**src/rtl/mck_pkg.sv**
```systemverilog
package mck_pkg;

    localparam int BEAT_W  = 64;
    localparam int BE_W    = BEAT_W / 8;
    localparam int FA_W    = 32;
    localparam int PLAN_AW = 10;
    localparam int STEP_W  = 5;

    localparam int N_SAVE     = 23;
    localparam int STEP_FA    = N_SAVE;
    localparam int STEP_CODE  = N_SAVE + 1;
    localparam int STEP_FETCH = N_SAVE + 2;

    localparam logic [PLAN_AW-1:0] LOC_OLD_SW = 10'd48;
    localparam logic [PLAN_AW-1:0] LOC_TIMER  = 10'd216;
    localparam logic [PLAN_AW-1:0] LOC_CMP    = 10'd224;
    localparam logic [PLAN_AW-1:0] LOC_CODE   = 10'd232;
    localparam logic [PLAN_AW-1:0] LOC_FAIL   = 10'd248;
    localparam logic [PLAN_AW-1:0] LOC_REGS   = 10'd352;
    localparam logic [PLAN_AW-1:0] LOC_NEW_SW = 10'd112;

    typedef enum logic [1:0] {K_SAVE, K_FAIL, K_CODE, K_FETCH} step_kind_e;
    typedef enum logic [1:0] {S_IDLE, S_LOAD, S_REQ, S_STOP} seq_state_e;

    typedef struct packed {
        step_kind_e          kind;
        logic [PLAN_AW-1:0]  addr;
        logic [BE_W-1:0]     be;
        logic                we;
    } step_desc_t;

    // Address of a save-area beat; beats 3..22 form one contiguous run.
    function automatic logic [PLAN_AW-1:0] save_loc(logic [STEP_W-1:0] idx);
        logic [PLAN_AW-1:0] off;
        off = {2'b00, idx - 5'd3, 3'b000};
        case (idx)
            5'd0:    return LOC_OLD_SW;
            5'd1:    return LOC_TIMER;
            5'd2:    return LOC_CMP;
            default: return LOC_REGS + off;
        endcase
    endfunction

    function automatic step_desc_t describe(logic [STEP_W-1:0] idx);
        step_desc_t d;
        d.kind = K_SAVE;
        d.addr = save_loc(idx);
        d.be   = '1;
        d.we   = 1'b1;
        if (idx == STEP_W'(STEP_FA)) begin
            d.kind = K_FAIL;
            d.addr = LOC_FAIL;
            d.be   = BE_W'((1 << (FA_W / 8)) - 1);
        end else if (idx == STEP_W'(STEP_CODE)) begin
            d.kind = K_CODE;
            d.addr = LOC_CODE;
        end else if (idx == STEP_W'(STEP_FETCH)) begin
            d.kind = K_FETCH;
            d.addr = LOC_NEW_SW;
            d.we   = 1'b0;
        end
        return d;
    endfunction

endpackage

```
**src/rtl/mck_step_plan.sv**
```systemverilog
module mck_step_plan
    import mck_pkg::*;
(
    input  logic [STEP_W-1:0] step,
    input  logic              fa_vld,
    output step_desc_t        desc,
    output logic [STEP_W-1:0] next_step
);
    logic [STEP_W-1:0] inc;

    always_comb begin
        desc = describe(step);
        inc  = step + 5'd1;
        if (inc == STEP_W'(STEP_FA) && !fa_vld)
            next_step = STEP_W'(STEP_CODE);
        else
            next_step = inc;
    end
endmodule

```
**src/rtl/mck_beat_reg.sv**
```systemverilog
module mck_beat_reg
    import mck_pkg::*;
#(
    parameter int ADDR_W = 12
) (
    input  logic               clk,
    input  logic               rst,
    input  logic               load,
    input  step_desc_t         desc,
    input  logic [BEAT_W-1:0]  src_data,
    input  logic [FA_W-1:0]    fail_addr,
    input  logic [BEAT_W-1:0]  code,
    input  logic               ack,
    output logic               req,
    output logic               we,
    output logic [ADDR_W-1:0]  addr,
    output logic [BE_W-1:0]    be,
    output logic [BEAT_W-1:0]  wdata
);
    logic [BEAT_W-1:0] pick;

    always_comb begin
        case (desc.kind)
            K_SAVE:  pick = src_data;
            K_FAIL:  pick = {{(BEAT_W-FA_W){1'b0}}, fail_addr};
            K_CODE:  pick = code;
            default: pick = '0;
        endcase
    end

    always_ff @(posedge clk) begin
        if (rst) begin
            req   <= 1'b0;
            we    <= 1'b0;
            addr  <= '0;
            be    <= '0;
            wdata <= '0;
        end else if (load) begin
            req   <= 1'b1;
            we    <= desc.we;
            addr  <= ADDR_W'(desc.addr);
            be    <= desc.be;
            wdata <= pick;
        end else if (req && ack) begin
            req   <= 1'b0;
        end
    end

    // a waiting request keeps every field steady
    a_r4_hold: assert property (@(posedge clk) disable iff (rst)
        req && !ack |=> req && $stable(addr) && $stable(wdata) && $stable(be) && $stable(we));

    // request withdrawn after acknowledge
    a_r4_drop: assert property (@(posedge clk) disable iff (rst)
        req && ack |=> !req);
endmodule

```
**src/rtl/mck_store_seq.sv**
```systemverilog
module mck_store_seq
    import mck_pkg::*;
#(
    parameter int ADDR_W = 12
) (
    input  logic               clk,
    input  logic               rst,
    input  logic               start_i,
    input  logic               fa_vld_i,
    input  logic [31:0]        fail_addr_i,
    input  logic [63:0]        code_i,
    output logic [4:0]         src_idx_o,
    input  logic [63:0]        src_data_i,
    output logic               mem_req_o,
    output logic               mem_we_o,
    output logic [ADDR_W-1:0]  mem_addr_o,
    output logic [7:0]         mem_be_o,
    output logic [63:0]        mem_wdata_o,
    input  logic               mem_ack_i,
    input  logic               mem_err_i,
    input  logic [63:0]        mem_rdata_i,
    output logic               busy_o,
    output logic               done_o,
    output logic [63:0]        new_sw_o,
    output logic               stopped_o,
    output logic               save_err_o
);
    seq_state_e          state;
    logic [STEP_W-1:0]   step;
    logic [STEP_W-1:0]   next_step;
    step_desc_t          desc;
    logic                fa_vld_q;
    logic [FA_W-1:0]     fail_addr_q;
    logic [BEAT_W-1:0]   code_q;
    logic                load;
    logic                critical;

    mck_step_plan u_plan (
        .step      (step),
        .fa_vld    (fa_vld_q),
        .desc      (desc),
        .next_step (next_step)
    );

    assign load = (state == S_LOAD);

    mck_beat_reg #(.ADDR_W(ADDR_W)) u_beat (
        .clk       (clk),
        .rst       (rst),
        .load      (load),
        .desc      (desc),
        .src_data  (src_data_i),
        .fail_addr (fail_addr_q),
        .code      (code_q),
        .ack       (mem_ack_i),
        .req       (mem_req_o),
        .we        (mem_we_o),
        .addr      (mem_addr_o),
        .be        (mem_be_o),
        .wdata     (mem_wdata_o)
    );

    assign critical  = (desc.kind == K_CODE) || (desc.kind == K_FETCH);
    assign src_idx_o = step;
    assign busy_o    = (state == S_LOAD) || (state == S_REQ);
    assign stopped_o = (state == S_STOP);

    always_ff @(posedge clk) begin
        if (rst) begin
            state       <= S_IDLE;
            step        <= '0;
            fa_vld_q    <= 1'b0;
            fail_addr_q <= '0;
            code_q      <= '0;
            done_o      <= 1'b0;
            new_sw_o    <= '0;
            save_err_o  <= 1'b0;
        end else begin
            done_o <= 1'b0;
            case (state)
                S_IDLE: if (start_i) begin
                    fa_vld_q    <= fa_vld_i;
                    fail_addr_q <= fail_addr_i;
                    code_q      <= code_i;
                    step        <= '0;
                    state       <= S_LOAD;
                end
                S_LOAD: state <= S_REQ;
                S_REQ: if (mem_ack_i) begin
                    if (mem_err_i && critical) begin
                        state <= S_STOP;
                    end else begin
                        if (mem_err_i)
                            save_err_o <= 1'b1;
                        if (desc.kind == K_FETCH) begin
                            done_o   <= 1'b1;
                            new_sw_o <= mem_rdata_i;
                            state    <= S_IDLE;
                        end else begin
                            step  <= next_step;
                            state <= S_LOAD;
                        end
                    end
                end
                default: state <= S_STOP;
            endcase
        end
    end

    // check-stop is terminal until reset
    a_r5_sticky: assert property (@(posedge clk) disable iff (rst)
        stopped_o |=> stopped_o);
    // no traffic once stopped
    a_r5_quiet: assert property (@(posedge clk) disable iff (rst)
        stopped_o |-> !mem_req_o);
    // save error flag never clears by itself
    a_r6_sticky: assert property (@(posedge clk) disable iff (rst)
        save_err_o |=> save_err_o);
    // completion is a single-cycle pulse
    a_r7_pulse: assert property (@(posedge clk) disable iff (rst)
        done_o |=> !done_o);
    // the partial mask is only used for the failing address
    a_r2_mask: assert property (@(posedge clk) disable iff (rst)
        mem_req_o && mem_we_o && mem_be_o != 8'hFF
            |-> mem_addr_o == ADDR_W'(248) && mem_be_o == 8'h0F);
    // the only read is the new-word fetch
    a_r3_fetch: assert property (@(posedge clk) disable iff (rst)
        mem_req_o && !mem_we_o |-> mem_addr_o == ADDR_W'(112));
    // start while stopped leaves the block stopped and idle
    a_r8_stopped: assert property (@(posedge clk) disable iff (rst)
        stopped_o && start_i |=> !busy_o);
endmodule

```
**config.mk**
```make
export PLATFORM = sky130hd
export DESIGN_NAME = mck_store_seq
export DESIGN_NICKNAME = d
export VERILOG_FILES = /design/src/rtl/mck_pkg.sv /design/src/rtl/mck_step_plan.sv /design/src/rtl/mck_beat_reg.sv /design/src/rtl/mck_store_seq.sv
export SDC_FILE = /design/constraint.sdc
export NUM_CORES = 1
export LEC_CHECK = 0
export BUFFER_PORTS_ARGS = -buffer_cell sky130_fd_sc_hd__buf_2
export CAP_MARGIN = 20
export CORE_AREA = 5 5 147 149
export CTS_BUF_LIST = sky130_fd_sc_hd__clkbuf_8
export CTS_CLUSTER_DIAMETER = 40
export DETAILED_ROUTE_END_ITERATION = 16
export DIE_AREA = 0 0 152 154
export GPL_ROUTABILITY_DRIVEN = 0
export PLACE_DENSITY = 0.83
export SYNTH_ARGS = -nofsm -noshare
export SYNTH_HDL_FRONTEND = slang
export SYNTH_SLANG_ARGS = --single-unit
```
**constraint.sdc**
```tcl
create_clock -name clk -period 4.3 [get_ports clk]
set_input_delay 0.215 -clock clk [delete_from_list [all_inputs] [get_ports clk]]
set_output_delay 0.215 -clock clk [all_outputs]
set_load 0.05 [all_outputs]
```
== Word-level counts from Yosys, hierarchy flattened ==
Cells that the tools add are included.

* Add/sub/neg operators: 3
* Equal/unequal tests: 16
* Mux-type cells: 23
* Bitwise gates (word level): 3
* Reduce and logical (&&, ||, !) cells: 17

{| class="wikitable"
|+ Operators by type and width
! kind !! number
|-
| case mux 64 bit (3 select lines) || 1
|-
| 2-to-1 mux 12 bit || 3
|-
| case mux 10 bit (3 select lines) || 1
|-
| 2-to-1 mux 5 bit || 5
|-
| == test 5 bit (second input constant) || 4
|-
| adder 9 x 8 -> 10 bit (first input constant) || 1
|-
| case mux 5 bit (2 select lines) || 1
|-
| == test 2 bit (second input constant) || 4
|-
| 2-to-1 mux 8 bit || 1
|-
| != test 2 bit (second input constant) || 4
|-
| AND reduction 4 bit || 2
|-
| 2-to-1 mux 1 bit || 7
|-
| 2-to-1 mux 2 bit || 3
|-
| case mux 2 bit (3 select lines) || 1
|-
| adder 5 x 1 -> 5 bit (second input constant) || 1
|-
| == test 5 x 1 -> 1 bit (second input constant) || 1
|-
| == test 5 x 2 -> 1 bit (second input constant) || 1
|-
| zero test 5 bit || 1
|-
| AND reduction 5 bit || 1
|-
| subtractor 5 x 2 -> 5 bit (second input constant) || 1
|-
| == test 2 x 1 -> 1 bit (second input constant) || 2
|-
| zero test 2 bit || 2
|-
| AND reduction 2 bit || 2
|-
| nonzero test 2 bit || 2
|-
| other kinds (5) || 10
|}

* Register bits after elaboration: 254
* Input bits: 230
* Output and inout bits: 159
* Logic and storage cells: 75

== Longest topological paths before layout ==
* Depth after elaboration: 12
* Mapped depth: 10
* Depth with buffers taken out: 8

== By module ==
From an unflattened synthesis, not the netlist that was laid out.

* Cell total of the unflattened synthesis: 1264
* Area, all modules: 10427.5 sq um

{| class="wikitable"
|+ By module, submodules not included
! module !! times used !! cells each !! area an instance (sq um) !! seq. area each (sq um)
|-
| mck_store_seq || 1 || 752 || 6007.0 || 3403.3
|-
| mck_beat_reg || 1 || 427 || 3814.9 || 1681.6
|-
| mck_step_plan || 1 || 85 || 605.6 || 0.0
|}

== Worst setup path before layout ==
OpenSTA, ideal clock, no wires.

* Path kind: reg2reg
* Start point: register step[1] (netlist: src_idx_o[1])
* End point: register u_beat.addr[7]
* Library setup time: 0.131 ns
* Data arrival time: 2.238 ns
* Data required time: 4.169 ns
* Path slack: 1.931 ns
* Cell stages (with the launch flop): 9
* Buffers on the path: 0
* Clock period less this slack: 2.369 ns
* Path through: dfxtp_1 > ha_1 > xor2_1 > ha_1 > inv_1 > ha_1 > a211o_1 > a21oi_1 > nor3_1

* Longest elaborated chain between the ends: 6
* Elaborated cells on any way between the ends: 12
* Those cells by class: 2 x add/sub; 5 x eq/ne; 4 x mux; 1 x reduce/logical

{| class="wikitable"
|+ RTL lines
! what !! RTL line !! source
|-
| start, declared || mck_store_seq.sv:29 || <nowiki>logic [STEP_W-1:0] step;</nowiki>
|-
| start signal, assigned || mck_store_seq.sv:100 || <nowiki>step <= next_step;</nowiki>
|-
| subtractor 5 x 2 -> 5 bit || mck_pkg.sv:35 || <nowiki>off = {2'b00, idx - 5'd3, 3'b000};</nowiki>
|-
| adder 9 x 8 -> 10 bit || mck_pkg.sv:40 || <nowiki>default: return LOC_REGS + off;</nowiki>
|-
| case mux 10 bit (3 select lines) || mck_pkg.sv:36 || <nowiki>case (idx)</nowiki>
|-
| 2-to-1 mux 12 bit || mck_pkg.sv:57 || <nowiki>end else if (idx == STEP_W'(STEP_FETCH)) begin</nowiki>
|-
| 2-to-1 mux 12 bit || mck_pkg.sv:54 || <nowiki>end else if (idx == STEP_W'(STEP_CODE)) begin</nowiki>
|-
| 2-to-1 mux 12 bit * || mck_pkg.sv:50 || <nowiki>if (idx == STEP_W'(STEP_FA)) begin</nowiki>
|-
| end signal, assigned || mck_beat_reg.sv:41 || <nowiki>addr <= ADDR_W'(desc.addr);</nowiki>
|-
| end, declared || mck_beat_reg.sv:16 || <nowiki>output logic [ADDR_W-1:0] addr,</nowiki>
|}

Every way passes the cells marked *; elsewhere a longest branch is shown, timed or not.
A chain may end at the register's enable or synchronous reset.

== Final worst setup path ==
* Start point: register state[1]
* End point: register u_beat.wdata[62]

* Longest elaborated chain between the ends: 1

{| class="wikitable"
|+ RTL lines
! what !! RTL line !! source
|-
| start, declared || mck_store_seq.sv:28 || <nowiki>seq_state_e state;</nowiki>
|-
| start signal, assigned || mck_store_seq.sv:70 || <nowiki>state <= S_IDLE;</nowiki>
|-
| start signal, assigned || mck_store_seq.sv:86 || <nowiki>state <= S_LOAD;</nowiki>
|-
| start signal, assigned || mck_store_seq.sv:88 || <nowiki>S_LOAD: state <= S_REQ;</nowiki>
|-
| == test 2 x 1 -> 1 bit || mck_store_seq.sv:45 || <nowiki>assign load = (state == S_LOAD);</nowiki>
|-
| named net load || mck_store_seq.sv:35 || <nowiki>logic load;</nowiki>
|-
| end signal, assigned || mck_beat_reg.sv:43 || <nowiki>wdata <= pick;</nowiki>
|-
| end, declared || mck_beat_reg.sv:18 || <nowiki>output logic [BEAT_W-1:0] wdata</nowiki>
|}

The timed path passes the listed nets, and every way through them passes these cells.

==> results_dict.tcl <==
set metrics [dict create \
    status "complete, no violations" \
    report.final.slew_viol_count 0 \
    crit_path_top_delay_cell "nand3b_1" \
    post-cts-setup-buffers 0 \
    grt-ovfl-total 0 \
    clock_latency_ns 0.53 \
    cts-hold-fix-buffers 215 \
    vdd_ir_drop_max_uv 554 \
    p_per_area_nw_per_um2 530 \
    num_vias 11300 \
    wire_per_inst_um 19.5 \
    fin_util 0.718 \
    use_met3 0.0916 \
    arrival_ns 3.21 \
    die_area_um2 23400 \
    dp.cells 1712 \
    tns_ns 0 \
    gr-usage-met1 0.347 \
    viasPerCell 5.61 \
    clock-sinks 245 \
    initial_core_util 0.471 \
    max_cap_violations 0 \
    finClkSkew_ns 0.0230 \
    syn_to_final_growth_pct 52.6 \
    synth_warnings 0 \
    synth_area_per_cell_um2 8.18 \
    worstSetupEndpointType "register" \
    die_x_um 152 \
    leakagePower_nw 6.42 \
    antenna_left 0 \
    cts-resized-gates 0 \
    synth_edf_count 0 \
    grt_max_degree 117 \
    die_h_um 154 \
    ys_seq_area_frac 0.520 \
    layout-drive-gt1-share 0.271 \
    crit_chain "inv_1, ha_1, nand3b_1, buf_4, o21ai_0" \
    cp.required_ns 4.71 \
    instances_no_fill 2015 \
    syn_inst 1152 \
    rsz0062_at_grt "no" \
    path_class "reg -> reg" \
    portBuffers 383 \
    crit_buf_inv 2 \
    row_count 52 \
    ys_seq_elements 245 \
    track_usage 0.318 \
    drc 0 \
    hold_viol_final 0 \
    cp_top_family "simple AND/OR/NAND/NOR gates" \
    io_pins 389 \
    fp.coreArea_um2 20000 \
    synthesis.area_um2 9430 \
    hpwlAfterDp_um 20100 \
    antenna_found_initial 9 \
    max_freq_mhz 357 \
    grt_pass1_wl_um 60900 \
    cts_made_buffers 44 \
    htreeDepth 2 \
    initialDrtViolationCount 1115 \
    clockBufferDepth 3 \
    drt-pass1-iter-count 8 \
    max_stage_delay_ns 0.69 \
    synth_ff_type "dfxtp_1" \
    pre_cts_ws_ns 1.68 \
    fin_nets 1945 \
    ys_types 44 \
    clock-root-buffer "clkbuf_8" \
    timing.hold.ws_ns 0.0248 \
    grt.busiest_layer "met2" \
    first_global_vias 11400 \
    wl_um 39300 \
    ys_async_sr_fraction 0 \
    critPathMaxFanout 46 \
    hold_class "in -> reg" \
    slew_headroom 0.227 \
    worst_pin_slew_ns 1.16 \
    clk_pin_slew_ns 0.06 \
    period_share 0.651 \
    cts_tree "yes" \
    setup_viol 0 \
    layout_setup_ws_ns 1.50 \
    start_kind "register" \
    final.min_clock_period_ns 2.80 \
    use_met2 0.536 \
]
==> state kept, by name (all words and copies together) (netlist names), 2 cells and up <==
signal,flops
code_q,64
fail_addr_q,32
new_sw_o,64
src_idx_o,5
state,2
u_beat.addr,7
u_beat.be,2
u_beat.wdata,64
==> routing by layer <==
metal  vias to the layer above  routed length, µm
li1                       5024                  -
met1                      5174              13500
met2                       859              19000
met3                       242               3870
met4                         0               2940
met5                         -                  0
==> placed cells by master (no fill, tap or decap), types with 5 or more instances in the layout <==
master         count
buf_4              7
nor2_1            17
clkinv_2           5
dlygate4sd3_1    215
a22oi_1           33
a211oi_1           6
clkbuf_8          56
buf_2            382
diode_2            9
a21oi_1          171
conb_1             5
nand2_1          398
dfxtp_1          245
ha_1              10
inv_1             21
o21ai_0           71
a222oi_1          32
nor3_1             7
nand3_1            5
==> per-stage QoR <==
stage / cell area, µm² / total power, mW
5_1_grt: 14400 / 7.95
2_1_floorplan: 9440 / 4.47
6_report: 14400 / 7.62
3_3_place_gp: 11200 / 5.01
4_1_cts: 14300 / 7.50
3_5_place_dp: 11200 / 5.06
==> cell families after synthesis <==
kind of cell	count (synthesis)	share of synthesized area
AND/OR/NAND/NOR	450	0.191
AO/OA/AOI/OAI	325	0.204
flip-flops	245	0.520
buffers and inverters	113	0.0624
adder cells (fa/ha/maj)	10	0.0133
XOR/XNOR	4	0.00372
multiplexers	4	0.00464
other	1	0.000398
==> cells in the mapped netlist, types with 2 or more instances <==
master	n	share of area
nand2_1	400	0.16
dfxtp_1	245	0.52
a21oi_1	171	0.091
o21ai_0	71	0.038
clkbuf_1	57	0.023
a22oi_1	33	0.026
a222oi_1	32	0.034
nor2_1	18	0.0072
buf_2	17	0.0090
buf_4	14	0.011
buf_6	12	0.014
ha_1	10	0.013
inv_1	9	0.0036
nor3_1	7	0.0037
a211oi_1	6	0.0048
nand3_1	5	0.0027
buf_1	4	0.0016
mux2_2	3	0.0036
nand2b_1	3	0.0020
a211o_1	2	0.0019
a41oi_1	2	0.0019
and3b_1	2	0.0019
and4b_1	2	0.0021
nand3b_1	2	0.0016
nor2b_1	2	0.0013
o21bai_1	2	0.0016
or3_1	2	0.0013
xnor2_1	2	0.0019
xor2_1	2	0.0019
==> report_power, final <==
group / internal, mW / total [mW] / switching [mW]
combinational: 0.675 / 2.42 / 1.74
clock: 1.35 / 2.32 / 0.973
sequential: 2.64 / 2.88 / 0.241
total: 4.67 / 7.62 / 2.96
==> worst reg2reg max path: stages (launching register included) <==
cell	delay [ns]
dfxtp_1	0.34
inv_1	0.09
ha_1	0.61
nand3b_1	0.69
buf_4	0.53
o21ai_0	0.41
==> path summary, 6_finish.rpt <==
| kind | startpoint | endpoint | slack, ns | depth (start not counted) |
|---|---|---|---|---|
| min | src_data_i[9] | u_beat.wdata[9] | 0.02 | 3 |
| min reg2reg | u_beat.wdata[27] | u_beat.wdata[27] | 0.45 | 2 |
| max reg2reg | state[1] | u_beat.wdata[62] | 1.50 | 5 |
| max | state[1] | u_beat.wdata[62] | 1.50 | 5 |
==> final cells by class <==
| cell class | instances | area (µm²) |
|---|---|---|
| Multi-Input combinational cell | 798 | 3980 |
| Fill cell | 1359 | 5650 |
| Clock buffer | 56 | 771 |
| Timing Repair Buffer | 607 | 4180 |
| Inverter | 9 | 33.8 |
| Sequential cell | 245 | 4900 |
| Antenna cell | 9 | 22.5 |
| Clock inverter | 21 | 169 |
| Tap cell | 270 | 338 |
No activity file was read; power rests on OpenSTA's default activity.
